===== src/rtl/smem_pkg.sv =====
`timescale 1ns/1ps
package smem_pkg;

  // fixed device-type nibble carried in select bits 7..4
  localparam logic [3:0] DEV_TYPE = 4'b1010;

  typedef enum logic [3:0] {
    ST_IDLE,
    ST_DEV,
    ST_DEV_ACK,
    ST_AHI,
    ST_AHI_ACK,
    ST_ALO,
    ST_ALO_ACK,
    ST_WDAT,
    ST_WDAT_ACK,
    ST_RDAT,
    ST_RACK,
    ST_IGNORE
  } busState_t;

  // strobes from the control FSM to the datapath and store
  typedef struct packed {
    logic clrBit;   // restart bit counting
    logic loadHi;   // load high address bits from received byte
    logic loadLo;   // load low address bits from received byte
    logic loadTx;   // fetch byte at counter into tx shifter, advance counter
    logic shiftTx;  // move next outgoing bit into place
    logic capWr;    // buffer received data byte, advance counter
    logic dropWr;   // discard buffered byte
    logic commit;   // program buffered byte, start busy cycle
  } dpStrobe_t;

endpackage


===== src/rtl/smem_datapath.sv =====
`timescale 1ns/1ps
module smem_datapath
  import smem_pkg::*;
#(
  parameter int ADDR_W   = 13,
  parameter int STORE_AW = 8
) (
  input  logic                clk,
  input  logic                rstN,
  input  logic                sclIn,
  input  logic                sdaIn,
  input  dpStrobe_t           stb,
  input  logic [7:0]          memRdata,
  output logic                startEv,
  output logic                stopEv,
  output logic                sclFall,
  output logic                sclSync,
  output logic [3:0]          bitCnt,
  output logic [7:0]          rxByte,
  output logic                txNext,
  output logic [STORE_AW-1:0] memIdx,
  output logic                wrValid,
  output logic [STORE_AW-1:0] wrIdx,
  output logic [7:0]          wrData
);

  localparam int HI_W = ADDR_W - 8;

  logic sclMeta, sclS, sclD;
  logic sdaMeta, sdaS, sdaD;
  logic sclRise;
  logic [7:0] rxShift;
  logic [7:0] txShift;
  logic [ADDR_W-1:0] addrCnt;

  // two-flop synchronizers plus one delay stage for edge detection
  always_ff @(posedge clk or negedge rstN) begin
    if (!rstN) begin
      sclMeta <= 1'b1; sclS <= 1'b1; sclD <= 1'b1;
      sdaMeta <= 1'b1; sdaS <= 1'b1; sdaD <= 1'b1;
    end else begin
      sclMeta <= sclIn; sclS <= sclMeta; sclD <= sclS;
      sdaMeta <= sdaIn; sdaS <= sdaMeta; sdaD <= sdaS;
    end
  end

  assign sclRise = sclS & ~sclD;
  assign sclFall = ~sclS & sclD;
  assign startEv = sclS & sclD & sdaD & ~sdaS;
  assign stopEv  = sclS & sclD & ~sdaD & sdaS;
  assign sclSync = sclS;

  // receive shifter and bit counter
  always_ff @(posedge clk or negedge rstN) begin
    if (!rstN) begin
      rxShift <= '0;
      bitCnt  <= '0;
    end else begin
      if (sclRise) rxShift <= {rxShift[6:0], sdaS};
      if (stb.clrBit) bitCnt <= '0;
      else if (sclRise && bitCnt != 4'hF) bitCnt <= bitCnt + 4'd1;
    end
  end

  assign rxByte = rxShift;

  // address counter: loads from the address bytes, advances per data byte
  always_ff @(posedge clk or negedge rstN) begin
    if (!rstN) begin
      addrCnt <= '0;
    end else begin
      if (stb.loadHi) addrCnt[ADDR_W-1:8] <= rxShift[HI_W-1:0];
      if (stb.loadLo) addrCnt[7:0] <= rxShift;
      if (stb.loadTx || stb.capWr) addrCnt <= addrCnt + 1'b1;
    end
  end

  assign memIdx = addrCnt[STORE_AW-1:0];

  // transmit shifter
  always_ff @(posedge clk or negedge rstN) begin
    if (!rstN) txShift <= '0;
    else if (stb.loadTx) txShift <= memRdata;
    else if (stb.shiftTx) txShift <= {txShift[6:0], 1'b0};
  end

  assign txNext = txShift[6];

  // one-byte write buffer
  always_ff @(posedge clk or negedge rstN) begin
    if (!rstN) begin
      wrValid <= 1'b0;
      wrIdx   <= '0;
      wrData  <= '0;
    end else if (stb.capWr) begin
      wrValid <= 1'b1;
      wrIdx   <= addrCnt[STORE_AW-1:0];
      wrData  <= rxShift;
    end else if (stb.dropWr || stb.commit) begin
      wrValid <= 1'b0;
    end
  end


  addr_wrap_chk: assert property (@(posedge clk) disable iff (!rstN)
    (stb.loadTx && !stb.loadHi && !stb.loadLo && addrCnt == {ADDR_W{1'b1}}) |=> addrCnt == '0);

endmodule


===== src/rtl/smem_ctrl.sv =====
`timescale 1ns/1ps
module smem_ctrl
  import smem_pkg::*;
(
  input  logic       clk,
  input  logic       rstN,
  input  logic       startEv,
  input  logic       stopEv,
  input  logic       sclFall,
  input  logic       sclSync,
  input  logic [3:0] bitCnt,
  input  logic [7:0] rxByte,
  input  logic       txNext,
  input  logic       memRdMsb,
  input  logic       wrValid,
  input  logic       busy,
  input  logic [2:0] csPins,
  output dpStrobe_t  stb,
  output logic       sdaOe
);

  busState_t state, stNext;
  logic oeNext;
  logic rdMode, rdNext;
  logic selMatch;

  assign selMatch = (rxByte[7:4] == DEV_TYPE) && (rxByte[3:1] == csPins) && !busy;

  always_comb begin
    stb    = '0;
    stNext = state;
    oeNext = sdaOe;
    rdNext = rdMode;
    if (startEv) begin
      stNext     = ST_DEV;
      stb.clrBit = 1'b1;
      stb.dropWr = 1'b1;
    end else if (stopEv) begin
      stNext     = ST_IDLE;
      stb.commit = wrValid;
    end else if (sclFall) begin
      case (state)
        ST_DEV: if (bitCnt == 4'd8) begin
          if (selMatch) begin
            oeNext = 1'b1;
            rdNext = rxByte[0];
            stNext = ST_DEV_ACK;
          end else begin
            oeNext = 1'b0;
            stNext = ST_IGNORE;
          end
        end
        ST_DEV_ACK: begin
          stb.clrBit = 1'b1;
          if (rdMode) begin
            stb.loadTx = 1'b1;
            oeNext     = ~memRdMsb;
            stNext     = ST_RDAT;
          end else begin
            oeNext = 1'b0;
            stNext = ST_AHI;
          end
        end
        ST_AHI: if (bitCnt == 4'd8) begin
          stb.loadHi = 1'b1;
          oeNext     = 1'b1;
          stNext     = ST_AHI_ACK;
        end
        ST_AHI_ACK: begin
          stb.clrBit = 1'b1;
          oeNext     = 1'b0;
          stNext     = ST_ALO;
        end
        ST_ALO: if (bitCnt == 4'd8) begin
          stb.loadLo = 1'b1;
          oeNext     = 1'b1;
          stNext     = ST_ALO_ACK;
        end
        ST_ALO_ACK: begin
          stb.clrBit = 1'b1;
          oeNext     = 1'b0;
          stNext     = ST_WDAT;
        end
        ST_WDAT: if (bitCnt == 4'd8) begin
          stb.capWr = 1'b1;
          oeNext    = 1'b1;
          stNext    = ST_WDAT_ACK;
        end
        ST_WDAT_ACK: begin
          stb.clrBit = 1'b1;
          oeNext     = 1'b0;
          stNext     = ST_WDAT;
        end
        ST_RDAT: begin
          if (bitCnt == 4'd8) begin
            oeNext = 1'b0;
            stNext = ST_RACK;
          end else begin
            stb.shiftTx = 1'b1;
            oeNext      = ~txNext;
          end
        end
        ST_RACK: if (bitCnt == 4'd9) begin
          if (!rxByte[0]) begin
            stb.clrBit = 1'b1;
            stb.loadTx = 1'b1;
            oeNext     = ~memRdMsb;
            stNext     = ST_RDAT;
          end else begin
            oeNext = 1'b0;
            stNext = ST_IGNORE;
          end
        end
        default: ;
      endcase
    end
  end

  always_ff @(posedge clk or negedge rstN) begin
    if (!rstN) begin
      state  <= ST_IDLE;
      sdaOe  <= 1'b0;
      rdMode <= 1'b0;
    end else begin
      state  <= stNext;
      sdaOe  <= oeNext;
      rdMode <= rdNext;
    end
  end


  oe_scl_low_chk: assert property (@(posedge clk) disable iff (!rstN)
    !$stable(sdaOe) |-> !$past(sclSync));


  busy_no_ack_chk: assert property (@(posedge clk) disable iff (!rstN)
    busy |-> state != ST_DEV_ACK);


  ignore_release_chk: assert property (@(posedge clk) disable iff (!rstN)
    state == ST_IGNORE |-> !sdaOe);


  stop_idle_chk: assert property (@(posedge clk) disable iff (!rstN)
    (stopEv && !startEv) |=> state == ST_IDLE);

endmodule


===== src/rtl/smem_store.sv =====
`timescale 1ns/1ps
module smem_store #(
  parameter int STORE_AW    = 8,
  parameter int PROG_CYCLES = 600
) (
  input  logic                clk,
  input  logic                rstN,
  input  logic [STORE_AW-1:0] rdIdx,
  output logic [7:0]          rdData,
  input  logic                commit,
  input  logic [STORE_AW-1:0] wrIdx,
  input  logic [7:0]          wrData,
  output logic                busy
);

  localparam int DEPTH = 1 << STORE_AW;
  localparam int TW    = $clog2(PROG_CYCLES + 1);

  logic [7:0]    mem [DEPTH];
  logic [TW-1:0] timer;

  always_ff @(posedge clk or negedge rstN) begin
    if (!rstN) begin
      for (int i = 0; i < DEPTH; i++) mem[i] <= '0;
    end else if (commit) begin
      mem[wrIdx] <= wrData;
    end
  end

  always_ff @(posedge clk or negedge rstN) begin
    if (!rstN) timer <= '0;
    else if (commit) timer <= TW'(PROG_CYCLES);
    else if (timer != '0) timer <= timer - 1'b1;
  end

  assign rdData = mem[rdIdx];
  assign busy   = (timer != '0);


  commit_busy_chk: assert property (@(posedge clk) disable iff (!rstN)
    commit |=> busy);

endmodule


===== src/rtl/serial_mem_slave.sv =====
`timescale 1ns/1ps
module serial_mem_slave
  import smem_pkg::*;
#(
  parameter int ADDR_W      = 13,
  parameter int STORE_AW    = 8,
  parameter int PROG_CYCLES = 600
) (
  input  logic       clk,
  input  logic       rstN,
  input  logic       sclIn,
  input  logic       sdaIn,
  input  logic [2:0] csPins,
  output logic       sdaPullLow
);

  dpStrobe_t           stb;
  logic                startEv, stopEv, sclFall, sclSync;
  logic [3:0]          bitCnt;
  logic [7:0]          rxByte;
  logic                txNext;
  logic [STORE_AW-1:0] memIdx, wrIdx;
  logic [7:0]          memRdata, wrData;
  logic                wrValid, busy;

  smem_datapath #(.ADDR_W(ADDR_W), .STORE_AW(STORE_AW)) uDp (
    .clk(clk), .rstN(rstN), .sclIn(sclIn), .sdaIn(sdaIn), .stb(stb),
    .memRdata(memRdata), .startEv(startEv), .stopEv(stopEv),
    .sclFall(sclFall), .sclSync(sclSync), .bitCnt(bitCnt), .rxByte(rxByte),
    .txNext(txNext), .memIdx(memIdx), .wrValid(wrValid), .wrIdx(wrIdx),
    .wrData(wrData)
  );

  smem_ctrl uCtrl (
    .clk(clk), .rstN(rstN), .startEv(startEv), .stopEv(stopEv),
    .sclFall(sclFall), .sclSync(sclSync), .bitCnt(bitCnt), .rxByte(rxByte),
    .txNext(txNext), .memRdMsb(memRdata[7]), .wrValid(wrValid), .busy(busy),
    .csPins(csPins), .stb(stb), .sdaOe(sdaPullLow)
  );

  smem_store #(.STORE_AW(STORE_AW), .PROG_CYCLES(PROG_CYCLES)) uStore (
    .clk(clk), .rstN(rstN), .rdIdx(memIdx), .rdData(memRdata),
    .commit(stb.commit), .wrIdx(wrIdx), .wrData(wrData), .busy(busy)
  );

endmodule


===== config.mk =====
export PLATFORM = sky130hd
export DESIGN_NAME = serial_mem_slave
export DESIGN_NICKNAME = d
export VERILOG_FILES = /design/src/rtl/smem_pkg.sv /design/src/rtl/smem_datapath.sv /design/src/rtl/smem_ctrl.sv /design/src/rtl/smem_store.sv /design/src/rtl/serial_mem_slave.sv
export SDC_FILE = /design/constraint.sdc
export NUM_CORES = 2
export LEC_CHECK = 0
export BUFFER_PORTS_ARGS = -buffer_cell sky130_fd_sc_hd__buf_2
export CORE_ASPECT_RATIO = 1.75
export CORE_UTILIZATION = 50
export DETAILED_ROUTE_END_ITERATION = 10
export PLACE_DENSITY_LB_ADDON = 0.12
export RECOVER_POWER = 50
export SLEW_MARGIN = 20
export SYNTH_ARGS = -nofsm -noshare
export SYNTH_HDL_FRONTEND = slang
export SYNTH_SLANG_ARGS = --single-unit

===== constraint.sdc =====
create_clock -name clk -period 2.4 [get_ports clk]
set_clock_uncertainty 0.05 [all_clocks]
set_input_delay 0.48 -clock clk [delete_from_list [all_inputs] [get_ports clk]]
set_output_delay 0.48 -clock clk [all_outputs]
set_load 0.005 [all_outputs]

# After elaboration in Yosys (flattened, before gate mapping)
# Cells that the tools add are included.
# word_totals
reg_bits	2119
output_inout_bits	1
in_bits	7
romBits	0
latchBits	0
word_cells	401
ramBits	0
n_memories	0
# op_classes
magnitude_cmp	3
multipliers	0
addsub	3
bitwise_logic	17
n_eq_ne	24
div	0
n_shift	0
n_mux	56
reduce_logical	24
# op_table
op	count
$bwmux W2048	1
$bmux W8 S8	1
$demux W8 S8	1
$mux W4	13
$pmux W4 S9	1
$mux W8	4
$eq A4 B4 Y1 const B	6
$ne A4 B3 Y1 const B	6
$mux W1	22
$mux W10	2
$ge A9 B9 Y1 const B	2
$not A8 Y9	2
$eq A4 B3 Y1 const B	4
$mux W7	2
$add A13 B1 Y13 const B	1
$mux W13	1
$mux W6	2
$reduce_bool A2 Y1	6
$reduce_bool A11 Y1	1
$mux W5	2
$reduce_bool A10 Y1	1
$sub A10 B1 Y10 const B	1
$lt A9 B1 Y1 const B	1
$eq A4 B2 Y1 const B	2
other kinds (21)	42

# Longest topological paths before layout
# depth
ltp_word	9
depth_mapped	13
depth_no_buf	9

# Hierarchy
# A second synthesis with hierarchy kept.
# unflattened
hier_cells	6384
hier_area_um2	96926.7
# by_module_without_submodules
mod	cells_per_inst	n_inst	seq_area_each_um2	area_per_inst_um2
smem_store	6087	1	51499.4	94001.4
smem_datapath	189	1	1258.7	2128.3
smem_ctrl	108	1	150.1	797.0

# Worst setup path after synthesis
# No wires, ideal clock.
# synth_path
path_type	reg-to-reg
startpoint	reg uStore.timer[0]
endpoint	reg uCtrl.rdMode
stages_incl_launch_ff	9
n_path_buf	1
t_required_ns	2.225
arrival_ns	2.376
setup_ns	0.125
setup_slack_ns	-0.151
period_less_slack_ns	2.551
path_cell_list	dfrtp_1 > inv_1 > ha_1 > or3b_2 > or4_1 > clkbuf_2 > nor2_4 > nor4b_1 > mux2_2
# synth_via
elab_chain_cells	4
# synth_lines
item	line_no	source
start, declared	smem_store.sv:20	logic [TW-1:0] timer;
start signal, assigned	smem_store.sv:32	else if (commit) timer <= TW'(PROG_CYCLES);
start signal, assigned	smem_store.sv:33	else if (timer != '0) timer <= timer - 1'b1;
$reduce_bool A10 Y1	smem_store.sv:37	assign busy = (timer != '0);
$logic_not A1 Y1	smem_ctrl.sv:27	assign selMatch = (rxByte[7:4] == DEV_TYPE) && (rxByte[3:1] == csPins) && !busy;
$logic_and A1 B1 Y1	smem_ctrl.sv:27	
$reduce_and A6 Y1 (no line)	-	
end signal, assigned	smem_ctrl.sv:127	rdMode <= rdNext;
end, declared	smem_ctrl.sv:24	logic rdMode, rdNext;
# Every way passes these cells.
# A chain may end at the register's enable or synchronous reset.

# Final worst setup path
# layout_path
startpoint	reg uDp.addrCnt[0]
endpoint	reg uDp.txShift[3]
# layout_via
elab_chain_cells	5
# layout_lines
item	line_no	source
start, declared	smem_datapath.sv:34	logic [ADDR_W-1:0] addrCnt;
start signal, assigned by index	smem_datapath.sv:72	if (stb.loadHi) addrCnt[ADDR_W-1:8] <= rxShift[HI_W-1:0];
start signal, assigned	smem_datapath.sv:73	if (stb.loadLo) addrCnt[7:0] <= rxShift;
start signal, assigned	smem_datapath.sv:74	if (stb.loadTx || stb.capWr) addrCnt <= addrCnt + 1'b1;
$not A8 Y9 (not written as such)	smem_store.sv:36	assign rdData = mem[rdIdx];
$bmux W8 S8	smem_store.sv:36	
$mux W8 (not written as such) (2 in a row)	smem_store.sv:36	
$mux W7	smem_datapath.sv:83	else if (stb.loadTx) txShift <= memRdata;
end signal, assigned	smem_datapath.sv:83	
end signal, assigned	smem_datapath.sv:84	else if (stb.shiftTx) txShift <= {txShift[6:0], 1'b0};
end, declared	smem_datapath.sv:33	logic [7:0] txShift;
# Every way passes these cells. The select of a mux whose other input is x is not followed.

==> run_summary.xml <==
<?xml version="1.0" encoding="UTF-8"?>
<metrics>
  <group name="outcome">
    <metric name="run_status" unit="">finished with violations</metric>
    <metric name="failed_checks" unit="">negative setup slack</metric>
  </group>
  <group name="synth">
    <metric name="post-synth-top-area-fraction" unit="%">54.1</metric>
    <metric name="yosysUniqueCellTypes" unit="">92</metric>
    <metric name="netlist_instances" unit="">6426</metric>
    <metric name="share_of_the_yosys_chip_area_belonging_to_registers" unit="%">54.3</metric>
    <metric name="synth-edff-count" unit="">0</metric>
    <metric name="synthFlopType" unit="">sky130_fd_sc_hd__dfrtp_1</metric>
    <metric name="flops_latches_synth" unit="">2114</metric>
    <metric name="asyncSetResetFlopFracSynth" unit="%">100</metric>
    <metric name="synthDominantAreaCellType" unit="">sky130_fd_sc_hd__dfrtp_1</metric>
    <metric name="syn-mean-instance-area" unit="um^2">15.2</metric>
    <metric name="synthesis.nets" unit="">6438</metric>
    <metric name="synth_area_leaders" unit="">sky130_fd_sc_hd__dfrtp_1, sky130_fd_sc_hd__mux2_2, sky130_fd_sc_hd__mux4_2</metric>
    <metric name="synth.cell_area" unit="um^2">97400</metric>
    <metric name="post-synth-top-count-cell" unit="">sky130_fd_sc_hd__dfrtp_1</metric>
    <metric name="yosysWarningCount" unit="">0</metric>
    <metric name="ys_top_cells_by_count" unit="">sky130_fd_sc_hd__dfrtp_1, sky130_fd_sc_hd__mux2_2, sky130_fd_sc_hd__mux4_2</metric>
  </group>
  <group name="pwr">
    <metric name="pwr_density_cell" unit="nW/um^2">772</metric>
    <metric name="report.power.total" unit="mW">93.6</metric>
    <metric name="power.ir.vdd_worst" unit="V">0.000678</metric>
    <metric name="cellLeakagePower" unit="nW">57.0</metric>
  </group>
  <group name="critical_path">
    <metric name="endpoint_type_of_the_worst_setup_path" unit="">register</metric>
    <metric name="worst-endpoint-required" unit="ps">3110</metric>
    <metric name="r2r-start" unit="">uDp.addrCnt[0]</metric>
    <metric name="critPathKind" unit="">reg2reg</metric>
    <metric name="timing.critical_path.fanout_max" unit="">7</metric>
    <metric name="regToRegSetupSlack" unit="ps">-800</metric>
    <metric name="worstSetupStartpointType" unit="">register</metric>
    <metric name="endpoint" unit="">uDp.txShift[3]</metric>
    <metric name="crit_path_start" unit="">uDp.addrCnt[0]</metric>
    <metric name="timing.rr.end" unit="">uDp.txShift[3]</metric>
    <metric name="r2r.worst_path.cells" unit="">11</metric>
    <metric name="worstPathArrival" unit="ps">3900</metric>
  </group>
  <group name="cts">
    <metric name="tritoncts" unit="">built</metric>
    <metric name="clockBufferDepth" unit="">4</metric>
    <metric name="htree_levels" unit="">4</metric>
    <metric name="worstSkewPairLatency" unit="ps">870</metric>
    <metric name="cts_buffers" unit="">201</metric>
    <metric name="clock_tree_root_buffer_cell" unit="">sky130_fd_sc_hd__clkbuf_16</metric>
    <metric name="clock_sink_count" unit="">2114</metric>
    <metric name="clk_pin_slew_worst_paths" unit="ps">80</metric>
  </group>
  <group name="finish">
    <metric name="flow.area_growth_from_synthesis" unit="%">24.5</metric>
    <metric name="drive_above_1_share" unit="%">58.5</metric>
    <metric name="nets" unit="">7364</metric>
    <metric name="filler_cell_count" unit="">14500</metric>
    <metric name="multi_input_comb_area" unit="um^2">45200</metric>
    <metric name="sequential_cell_area" unit="um^2">53000</metric>
  </group>
  <group name="grt">
    <metric name="grt_start_max_net_pins" unit="">126</metric>
    <metric name="grt.overflow.total" unit="">0</metric>
    <metric name="track_usage" unit="%">32.6</metric>
    <metric name="grt_pass1_vias" unit="">65900</metric>
    <metric name="grt_pass1_wl" unit="um">465000</metric>
    <metric name="antenna_violations_before_repair" unit="">6</metric>
  </group>
  <group name="floorplan">
    <metric name="initial_core_utilization" unit="%">50.3</metric>
    <metric name="chipWidth" unit="um">336</metric>
    <metric name="num_rows" unit="">214</metric>
    <metric name="io_pins" unit="">8</metric>
    <metric name="placeableCoreArea" unit="um^2">194000</metric>
    <metric name="die_area" unit="um^2">197000</metric>
    <metric name="die_height" unit="um">586</metric>
  </group>
  <group name="worst_hold_path">
    <metric name="min_path_type" unit="">in2reg</metric>
  </group>
  <group name="sta">
    <metric name="grt_setup_unrepaired" unit="">true</metric>
    <metric name="worstMarginPinSlew" unit="ps">1340</metric>
    <metric name="maxSlewViolCount" unit="">0</metric>
    <metric name="setup_viol" unit="">2066</metric>
    <metric name="max-slew-margin-rel" unit="%">10.9</metric>
    <metric name="final_period_minus_worst_setup_slack" unit="ps">3200</metric>
    <metric name="post-route-period-util" unit="%">133</metric>
    <metric name="timing.final.ws_setup" unit="ps">-796</metric>
    <metric name="max_freq" unit="GHz">0.313</metric>
    <metric name="hold_viol_final" unit="">0</metric>
  </group>
  <group name="place">
    <metric name="place_hpwl" unit="um">221000</metric>
    <metric name="detailedPlace.worstSlack" unit="ps">-1690</metric>
    <metric name="routabilityCongestion" unit="">0.947</metric>
    <metric name="placement.io_buffers" unit="">7</metric>
  </group>
  <group name="route">
    <metric name="detail_route.wirelength" unit="um">322000</metric>
    <metric name="drt_first_pass_iters" unit="">8</metric>
    <metric name="dr_drc_count" unit="">0</metric>
    <metric name="drt-initial-drc-count" unit="">4435</metric>
    <metric name="post_drt_via_cell_ratio" unit="">6.17</metric>
    <metric name="detailroute.via_count" unit="">62400</metric>
    <metric name="post_drt_wl_per_cell" unit="um">31.9</metric>
    <metric name="drt.antenna.violating_nets" unit="">0</metric>
  </group>
  <group name="flow_run">
    <metric name="maxCapViolations" unit="">0</metric>
  </group>
</metrics>
[power by group]
part	switching [mW]	internal [mW]	total [mW]
registers	0.449	35.9	36.4
logic	13.6	10.4	24.0
clock network	14.1	19.1	33.2
[registers in the layout (all words and copies together), names as in the netlist, 4 cells and up]
register and flops:
uDp.addrCnt 8, uDp.wrData 8, uDp.wrIdx 8, uDp.bitCnt 4, uDp.txShift 7, uStore.mem 2048, uCtrl.state 4, uStore.timer 10
uDp.rxByte 8
[cell type report]
class | count | share of cell area (%)
inverter | 20 | 0.0660
antenna | 1 | 0.00206
clock buffer | 296 | 4.95
timing repair buffer | 1189 | 10.8
clock inverter | 63 | 0.633
sequential | 2114 | 43.7
tap | 2592 | 2.67
multi-input combinational | 3826 | 37.2
[cell families after synthesis]
group | synth area share, %
flip-flops | 54.3
buffers and inverters | 2.70
AND/OR/NAND/NOR | 3.26
AO/OA/AOI/OAI | 3.22
XOR/XNOR | 0.0899
adder cells (fa/ha/maj) | 0.0642
multiplexers | 36.4
[routing by layer]
metal  part of all wire, %  vias up  track usage [%]  routed length (um)
met5                0.0034        -                0                  11
met4                   7.0        2             19.3               22400
met3                   5.1      761             4.69               16300
met1                    38    33800             40.1              123000
met2                    50     1914             54.8              160000
li1                      -    25900                -                   -
[cells in the final DEF (no fill, tap or decap), types with 31 or more instances in the layout]
cell and instances:
sky130_fd_sc_hd__mux2_2 1838, sky130_fd_sc_hd__clkbuf_8 49, sky130_fd_sc_hd__buf_6 82, sky130_fd_sc_hd__o22ai_1 37, sky130_fd_sc_hd__nor2_4 71, sky130_fd_sc_hd__nand2_1 196, sky130_fd_sc_hd__o221ai_1 32, sky130_fd_sc_hd__o21ai_0 35
sky130_fd_sc_hd__clkbuf_16 217, sky130_fd_sc_hd__a22oi_1 40, sky130_fd_sc_hd__mux2i_1 178, sky130_fd_sc_hd__buf_4 724, sky130_fd_sc_hd__buf_12 258, sky130_fd_sc_hd__mux4_2 417, sky130_fd_sc_hd__dfrtp_1 2094, sky130_fd_sc_hd__buf_8 36
sky130_fd_sc_hd__nor2_2 31, sky130_fd_sc_hd__clkbuf_1 58, sky130_fd_sc_hd__a21oi_1 68, sky130_fd_sc_hd__clkinv_2 39, sky130_fd_sc_hd__nor2_1 78, sky130_fd_sc_hd__mux2_4 260
[per-stage QoR]
| step | instance area, um^2 | cells | utilization, % | hold WS [ps] | setup TNS (ps) |
|---|---|---|---|---|---|
| 2_1_floorplan | 97600 | 6426 | - | 134 | -732 |
| 6_report | 121000 | 10100 | 62.6 | 242 | -424060 |
| 4_1_cts | 119000 | 10000 | 61.2 | 139 | -367220 |
| 3_3_place_gp | 109000 | 9618 | 56.5 | 302 | -663890 |
| 3_5_place_dp | 109000 | 9618 | 56.5 | 302 | -622300 |
| 5_1_grt | 121000 | 10100 | 62.6 | 241 | -545630 |
[critical path, cell delays in order, from the launching register on]
cell	delay, ps
sky130_fd_sc_hd__dfrtp_4	500
sky130_fd_sc_hd__buf_6	140
sky130_fd_sc_hd__buf_12	140
sky130_fd_sc_hd__buf_16	150
sky130_fd_sc_hd__mux4_2	510
sky130_fd_sc_hd__a22oi_2	230
sky130_fd_sc_hd__and3_4	220
sky130_fd_sc_hd__a21oi_2	60
sky130_fd_sc_hd__a221oi_4	690
sky130_fd_sc_hd__buf_4	220
sky130_fd_sc_hd__or3_4	110
sky130_fd_sc_hd__a21oi_1	50
[worst min path at each step]
stage,startpoint,endpoint,cells past startpoint,slack (ps)
floorplan,rstN,uCtrl.rdMode,0,130
global placement,uDp.sdaMeta,uDp.sdaS,0,300
detailed placement,uDp.sdaMeta,uDp.sdaS,0,300
CTS,rstN,uStore.mem[1314],2,140
global route,sclIn,uDp.sclMeta,2,240
finish,sclIn,uDp.sclMeta,2,240
[timing repair]
item | 4_1_cts | 5_1_grt
hold buffers | 3 | 0
hold endpoints to repair | 227 | 0
gates cloned | 5 | 11
setup endpoints to repair | 2070 | 2070
resized for setup | 450 | 520
pin swaps | 39 | 116
setup buffers | 37 | 98
Power figures use the tool's default switching activity.
